===== src/rtl/sff_pkg.sv =====
package sff_pkg;
  typedef enum logic [1:0] {
    MODE_BYPASS = 2'b00,
    MODE_STOP   = 2'b01,
    MODE_STREAM = 2'b10,
    MODE_TRIG   = 2'b11
  } fifoMode_t;

  typedef struct packed {
    logic flush;
    logic bypassLoad;
    logic doWrite;
    logic doRead;
    logic dropOldest;
  } fifoStrobe_t;
endpackage


===== src/rtl/sff_ctrl.sv =====
module sff_ctrl
  import sff_pkg::*;
#(
  parameter int DEPTH = 32,
  localparam int CNT_W = $clog2(DEPTH) + 1
) (
  input  logic             clk,
  input  logic             rstN,
  input  logic [1:0]       mode,
  input  logic             trigSel,
  input  logic             motionEvt,
  input  logic             clickEvt,
  input  logic             sampleValid,
  input  logic             readStrobe,
  input  logic [CNT_W-1:0] count,
  output fifoStrobe_t      strb
);
  logic [1:0] modeQ;
  logic       trigHit;
  logic       selEvt;
  logic       isFull;
  logic       rdOk;
  logic       stopPolicy;

  assign selEvt     = trigSel ? clickEvt : motionEvt;
  assign isFull     = (count == CNT_W'(DEPTH));
  assign rdOk       = readStrobe && (count != '0);
  assign stopPolicy = (mode == MODE_STOP) || ((mode == MODE_TRIG) && trigHit);

  always_ff @(posedge clk) begin
    if (!rstN) begin
      modeQ   <= MODE_BYPASS;
      trigHit <= 1'b0;
    end else begin
      modeQ <= mode;
      if (strb.flush) begin
        trigHit <= 1'b0;
      end else if ((mode == MODE_TRIG) && selEvt) begin
        trigHit <= 1'b1;
      end
    end
  end

  always_comb begin
    strb = '0;
    if (mode != modeQ) begin
      strb.flush = 1'b1;
    end else if (mode == MODE_BYPASS) begin
      strb.bypassLoad = sampleValid;
      strb.doRead     = rdOk && !sampleValid;
    end else if (stopPolicy) begin
      strb.doWrite = sampleValid && !isFull;
      strb.doRead  = rdOk;
    end else begin
      strb.doWrite    = sampleValid;
      strb.doRead     = rdOk;
      strb.dropOldest = sampleValid && isFull && !rdOk;
    end
  end
endmodule


===== src/rtl/sff_datapath.sv =====
module sff_datapath
  import sff_pkg::*;
#(
  parameter int DEPTH    = 32,
  parameter int SAMPLE_W = 16,
  parameter int AXES     = 3,
  localparam int FRAME_W = SAMPLE_W * AXES,
  localparam int PTR_W   = $clog2(DEPTH),
  localparam int CNT_W   = PTR_W + 1
) (
  input  logic               clk,
  input  logic               rstN,
  input  fifoStrobe_t        strb,
  input  logic [FRAME_W-1:0] sampleFrame,
  input  logic [PTR_W-1:0]   wmLevel,
  output logic [FRAME_W-1:0] readFrame,
  output logic [CNT_W-1:0]   count,
  output logic [PTR_W-1:0]   unreadCount,
  output logic               wmFlag,
  output logic               overrunFlag,
  output logic               emptyFlag
);
  logic [PTR_W-1:0] wrPtr;
  logic [PTR_W-1:0] rdPtr;
  logic             pop;
  logic             store;

  assign pop   = strb.doRead || strb.dropOldest;
  assign store = strb.doWrite || strb.bypassLoad;

  for (genvar a = 0; a < AXES; a++) begin : g_axis
    logic [SAMPLE_W-1:0] lane [DEPTH];
    always_ff @(posedge clk) begin
      if (store) begin
        lane[wrPtr] <= sampleFrame[a*SAMPLE_W +: SAMPLE_W];
      end
    end
    assign readFrame[a*SAMPLE_W +: SAMPLE_W] = lane[rdPtr];
  end

  always_ff @(posedge clk) begin
    if (!rstN || strb.flush) begin
      wrPtr <= '0;
      rdPtr <= '0;
      count <= '0;
    end else if (strb.bypassLoad) begin
      rdPtr <= wrPtr;
      wrPtr <= wrPtr + 1'b1;
      count <= CNT_W'(1);
    end else begin
      if (strb.doWrite) wrPtr <= wrPtr + 1'b1;
      if (pop)          rdPtr <= rdPtr + 1'b1;
      count <= count + CNT_W'(strb.doWrite) - CNT_W'(pop);
    end
  end

  assign overrunFlag = count[CNT_W-1];
  assign emptyFlag   = (count == '0);
  assign unreadCount = overrunFlag ? '1 : count[PTR_W-1:0];
  assign wmFlag      = (count > {1'b0, wmLevel});
endmodule


===== src/rtl/sample_frame_fifo.sv =====
module sample_frame_fifo
  import sff_pkg::*;
#(
  parameter int DEPTH    = 32,
  parameter int SAMPLE_W = 16,
  parameter int AXES     = 3,
  localparam int FRAME_W = SAMPLE_W * AXES,
  localparam int PTR_W   = $clog2(DEPTH),
  localparam int CNT_W   = PTR_W + 1
) (
  input  logic               clk,
  input  logic               rstN,
  input  logic [1:0]         mode,
  input  logic               trigSel,
  input  logic               motionEvt,
  input  logic               clickEvt,
  input  logic [PTR_W-1:0]   wmLevel,
  input  logic               wmIrqEn,
  input  logic               ovrIrqEn,
  input  logic               sampleValid,
  input  logic [FRAME_W-1:0] sampleFrame,
  input  logic               readStrobe,
  output logic [FRAME_W-1:0] readFrame,
  output logic [PTR_W-1:0]   unreadCount,
  output logic               wmFlag,
  output logic               overrunFlag,
  output logic               emptyFlag,
  output logic               wmIrq,
  output logic               ovrIrq
);
  fifoStrobe_t      strb;
  logic [CNT_W-1:0] count;

  sff_ctrl #(.DEPTH(DEPTH)) ctrl_i (
    .clk(clk), .rstN(rstN), .mode(mode), .trigSel(trigSel),
    .motionEvt(motionEvt), .clickEvt(clickEvt), .sampleValid(sampleValid),
    .readStrobe(readStrobe), .count(count), .strb(strb)
  );

  sff_datapath #(.DEPTH(DEPTH), .SAMPLE_W(SAMPLE_W), .AXES(AXES)) dp_i (
    .clk(clk), .rstN(rstN), .strb(strb), .sampleFrame(sampleFrame),
    .wmLevel(wmLevel), .readFrame(readFrame), .count(count),
    .unreadCount(unreadCount), .wmFlag(wmFlag), .overrunFlag(overrunFlag),
    .emptyFlag(emptyFlag)
  );

  assign wmIrq  = wmFlag && wmIrqEn;
  assign ovrIrq = overrunFlag && ovrIrqEn;
endmodule


===== config.mk =====
export PLATFORM = sky130hd
export DESIGN_NAME = sample_frame_fifo
export DESIGN_NICKNAME = d
export VERILOG_FILES = /design/src/rtl/sff_pkg.sv /design/src/rtl/sff_ctrl.sv /design/src/rtl/sff_datapath.sv /design/src/rtl/sample_frame_fifo.sv
export SDC_FILE = /design/constraint.sdc
export NUM_CORES = 1
export LEC_CHECK = 0
export BUFFER_PORTS_ARGS = -buffer_cell sky130_fd_sc_hd__buf_4
export CORE_ASPECT_RATIO = 1.4
export CORE_UTILIZATION = 25
export DETAILED_ROUTE_END_ITERATION = 12
export PLACE_DENSITY = 0.51
export SLEW_MARGIN = 40
export SYNTH_ARGS = -nofsm -noshare
export SYNTH_HDL_FRONTEND = slang
export SYNTH_SLANG_ARGS = --single-unit

===== constraint.sdc =====
create_clock -name clk -period 4.2 [get_ports clk]
set_input_delay 0.21 -clock clk [delete_from_list [all_inputs] [get_ports clk]]
set_output_delay 0.21 -clock clk [all_outputs]
set_load 0.05 [all_outputs]

==> results.md <==
* Num rows at approximately 210
* Post-synthesis async set-or-reset flop share at 0
* Drt pass-1 iters at 5
* Clock tree buffer depth at 4
* F_max at ~260 MHz
* Final period util at 0.914
* Htree depth at 4
* Top cells by count, synth: 1536 x edfxtp_1, 289 x mux2i_1, 192 x mux4_2
* Vias in the first global route at just over 30000
* Ys flop type: edfxtp_1
* Final net count at 3440
* Fin crit period at 3.84 ns
* Synth cell types at 43
* Share of cells above drive strength 1 at 0.193
* VDD IR max at 300 uV
* Drt via density at about 4.6
* Critical path startpoint category: register
* Io pins at 122
* Status: finished, final reports clean
* Setup TNS at 0 ns
* Area grow syn2layout at 18.2%
* CTS tree: done
* Clock transition at the registers of the reported paths at approximately 0.060 ns
* CTS sink cnt at 1560
* Clk_skew at 0.0333 ns
* Critical Path AT at approximately 3.6 ns
* First-pass GRT wire length at 229 mm
* DRC Markers at 0
* IO buf count at 121
* Delay-heaviest family, CP: simple AND/OR/NAND/NOR gates
* Final setup margin at between 0.3 and 0.4 ns
* MaxCap Viol Count at 0
* Final GP Congestion at 0.736
* Max incr delay on CP at around 0.82 ns
* Leading area contributor after synthesis: edfxtp_1
* RSZ-0062 raised after global routing: no
* Post-CTS repair timing setup buffer count at 0
* Post-DP HPWL at 88.9 mm
* CTS Buf Count at 157
* Largest net degree at the start of global routing at between 100 and 150
* Skew-Pair Late Insertion Delay at 0.81 ns
* Root Buffer: clkbuf_16
* Yosys warning count at 0
* Routed length per instance at 24.4 um
* Die footprint at about 240000 sq um
* Initial drt markers at 2446
* Worst path buffer plus inverter count at 2
* Core area at 238000 sq um
* Total power at 31.1 mW
* Critical path class: reg -> out
* Seq/Total Area, Yosys at 0.777
* Initial antenna violation count at 10
* Initial core utilization at 0.252
* Fin. max-slew vios at 0
* Nature of the critical path endpoint: primary output
* Final ANT Viol Nets at 0
* Pre-CTS setup slack at 0.800 ns
* Crit path max-delay cell type: dfxtp_4
* DRT Wirelength at about 160 mm
* Number of gates resized after cts at 0
* Req. time, crit path at 3.99 ns
* Pleak at 20.9 nW
* Worst-Margin Slew at 0.836 ns
* Top cells by area, synth: edfxtp_1 77%, mux4_2 7.2%, mux2i_1 4.8%, a22oi_1 1.8%, nor2b_1 1.5%
* CP most frequent cell: buf_4
* Post-synth EDFFs at about 1500
* Chip Height at just under 600 um
* All-Layer GR Usage at 0.130
* Die Width at 416 um
* Rel. slew slack at 0.441
* Crit-path max FO at 30
* Finish-stage setup viols at 0
* Remaining Overflow, GRT at 0
* Syn_area_per_cell at 19.4 sq um
* Syn Nets at 3171
* Top-count cell post-synth: edfxtp_1
* Worst min-delay path class: in -> reg
* Syn Inst Count at 3087
* CP Cell Sequence: nand2b_4 > buf_4 > a211oi_1 > a21oi_1 > nand3_1 > nand4_1 > buf_4
* Synth top area share at 0.769
* Seq cells post-synth at about 1600
* Count of final hold-check violations at 0
* Syn Std Cell Area at approximately 60000 sq um
* Via count at about 30000
* Pwr Density at about 440 nW/um^2
repair_timing:
item	4_1_cts	5_1_grt
setup endpoints to repair	0	0
hold buffers	54	0
endpoints found under the hold margin	1555	0
where the power goes:
group          internal (mW)  switching, mW  leakage (nW)
Sequential              17.1        0.00980          14.0
Clock                   7.45           5.76          2.28
Combinational          0.215          0.560          4.66
Total                   24.8           6.33          20.9
registers in the layout (all words and copies together), names as in the netlist, named ones only:
name	flops
dp_i.wrPtr	5
ctrl_i.modeQ	2
dp_i.rdPtr	5
dp_i.count	6
dp_i.g_axis.lane	1536
ctrl_i.trigHit	1
cell type report:
class | count | area [sq um]
clock inverters | 82 | 566
well taps | 3103 | 3880
diodes | 4 | 10.0
fillers | 23200 | 167000
clock buffers | 185 | 4120
multi-input cells | 1329 | 12800
flip-flops and latches | 1560 | 46600
repair buffers | 286 | 2780
inverters | 22 | 87.6
cells in the final DEF, fill, tap and decap left out, types with 3 or more instances in the layout:
cell,n
nand2_1,14
inv_1,21
ha_1,19
nor2_4,35
clkinvlp_4,4
and3_1,3
clkinv_1,50
inv_6,3
buf_12,36
edfxtp_1,1536
nand2b_1,3
nand3b_1,4
nand3_1,105
mux2i_1,289
bufinv_16,8
a21oi_1,158
xor2_1,3
buf_4,189
nor2b_1,145
clkbuf_16,161
diode_2,4
mux4_2,192
clkinv_2,17
nor2_1,12
and2_1,4
a211oi_1,97
buf_6,5
xnor2_1,7
dlygate4sd3_1,54
o21ai_0,12
nand4_1,48
clkbuf_1,24
a22oi_1,144
o21ai_1,4
dfxtp_1,22
or3_1,5
layer usage:
layer / vias up / global-route usage / wire, um
li1: 13100 / - / -
met1: 15900 / 0.163 / 66600
met2: 709 / 0.228 / 81700
met3: 241 / 0.0222 / 7670
met4: 12 / 0.0408 / 4420
met5: - / 0 / 79
path summary, 6_finish.rpt:
path	cells after the start	to	from	slack, ns
setup / recovery	7	readFrame[3]	register	0.36
hold / removal	6	dp_i.count[1]$_SDFF_PP0_	readStrobe	0.16
setup reg to reg	9	dp_i.g_axis[1].lane[23][15]$_DFFE_PP_	dp_i.count[2]$_SDFF_PP0_	0.82
hold reg to reg	2	dp_i.wrPtr[1]$_SDFFE_PP0P_	dp_i.wrPtr[1]$_SDFFE_PP0P_	0.57
tightest hold or removal path, delay by kind of cell:
kind | cells | cell delay, ns
fa+ha+maj | 2 | 0.34
compound gates | 1 | 0.12
buf+inv | 1 | 0.11
simple gates | 2 | 0.10
metrics by stage:
stage / std cells / utilization / hold slack (ns) / cell area [sq um]
floorplan: 3087 / - / 0.309 / 60000
global placement: 6244 / 0.275 / 0.453 / 65600
detailed placement: 6246 / 0.276 / 0.452 / 65600
CTS: 6567 / 0.298 / 0.117 / 70900
global route: 6569 / 0.298 / 0.182 / 70900
finish: 6571 / 0.298 / 0.156 / 70900
cells by family (layout without fill, tap and decap cells):
| group | count (synthesis) | in the layout | share of synthesized area |
|---|---|---|---|
| fa+ha+maj | 20 | 20 | 0.00430 |
| compound gates | 423 | 423 | 0.0458 |
| buf+inv | 198 | 575 | 0.0138 |
| flops | 1560 | 1560 | 0.777 |
| mux | 482 | 482 | 0.121 |
| simple gates | 394 | 394 | 0.0369 |
| xor+xnor | 10 | 10 | 0.00146 |
| other cells | 0 | 4 | 0 |
No activity file was read; power rests on OpenSTA's default activity.
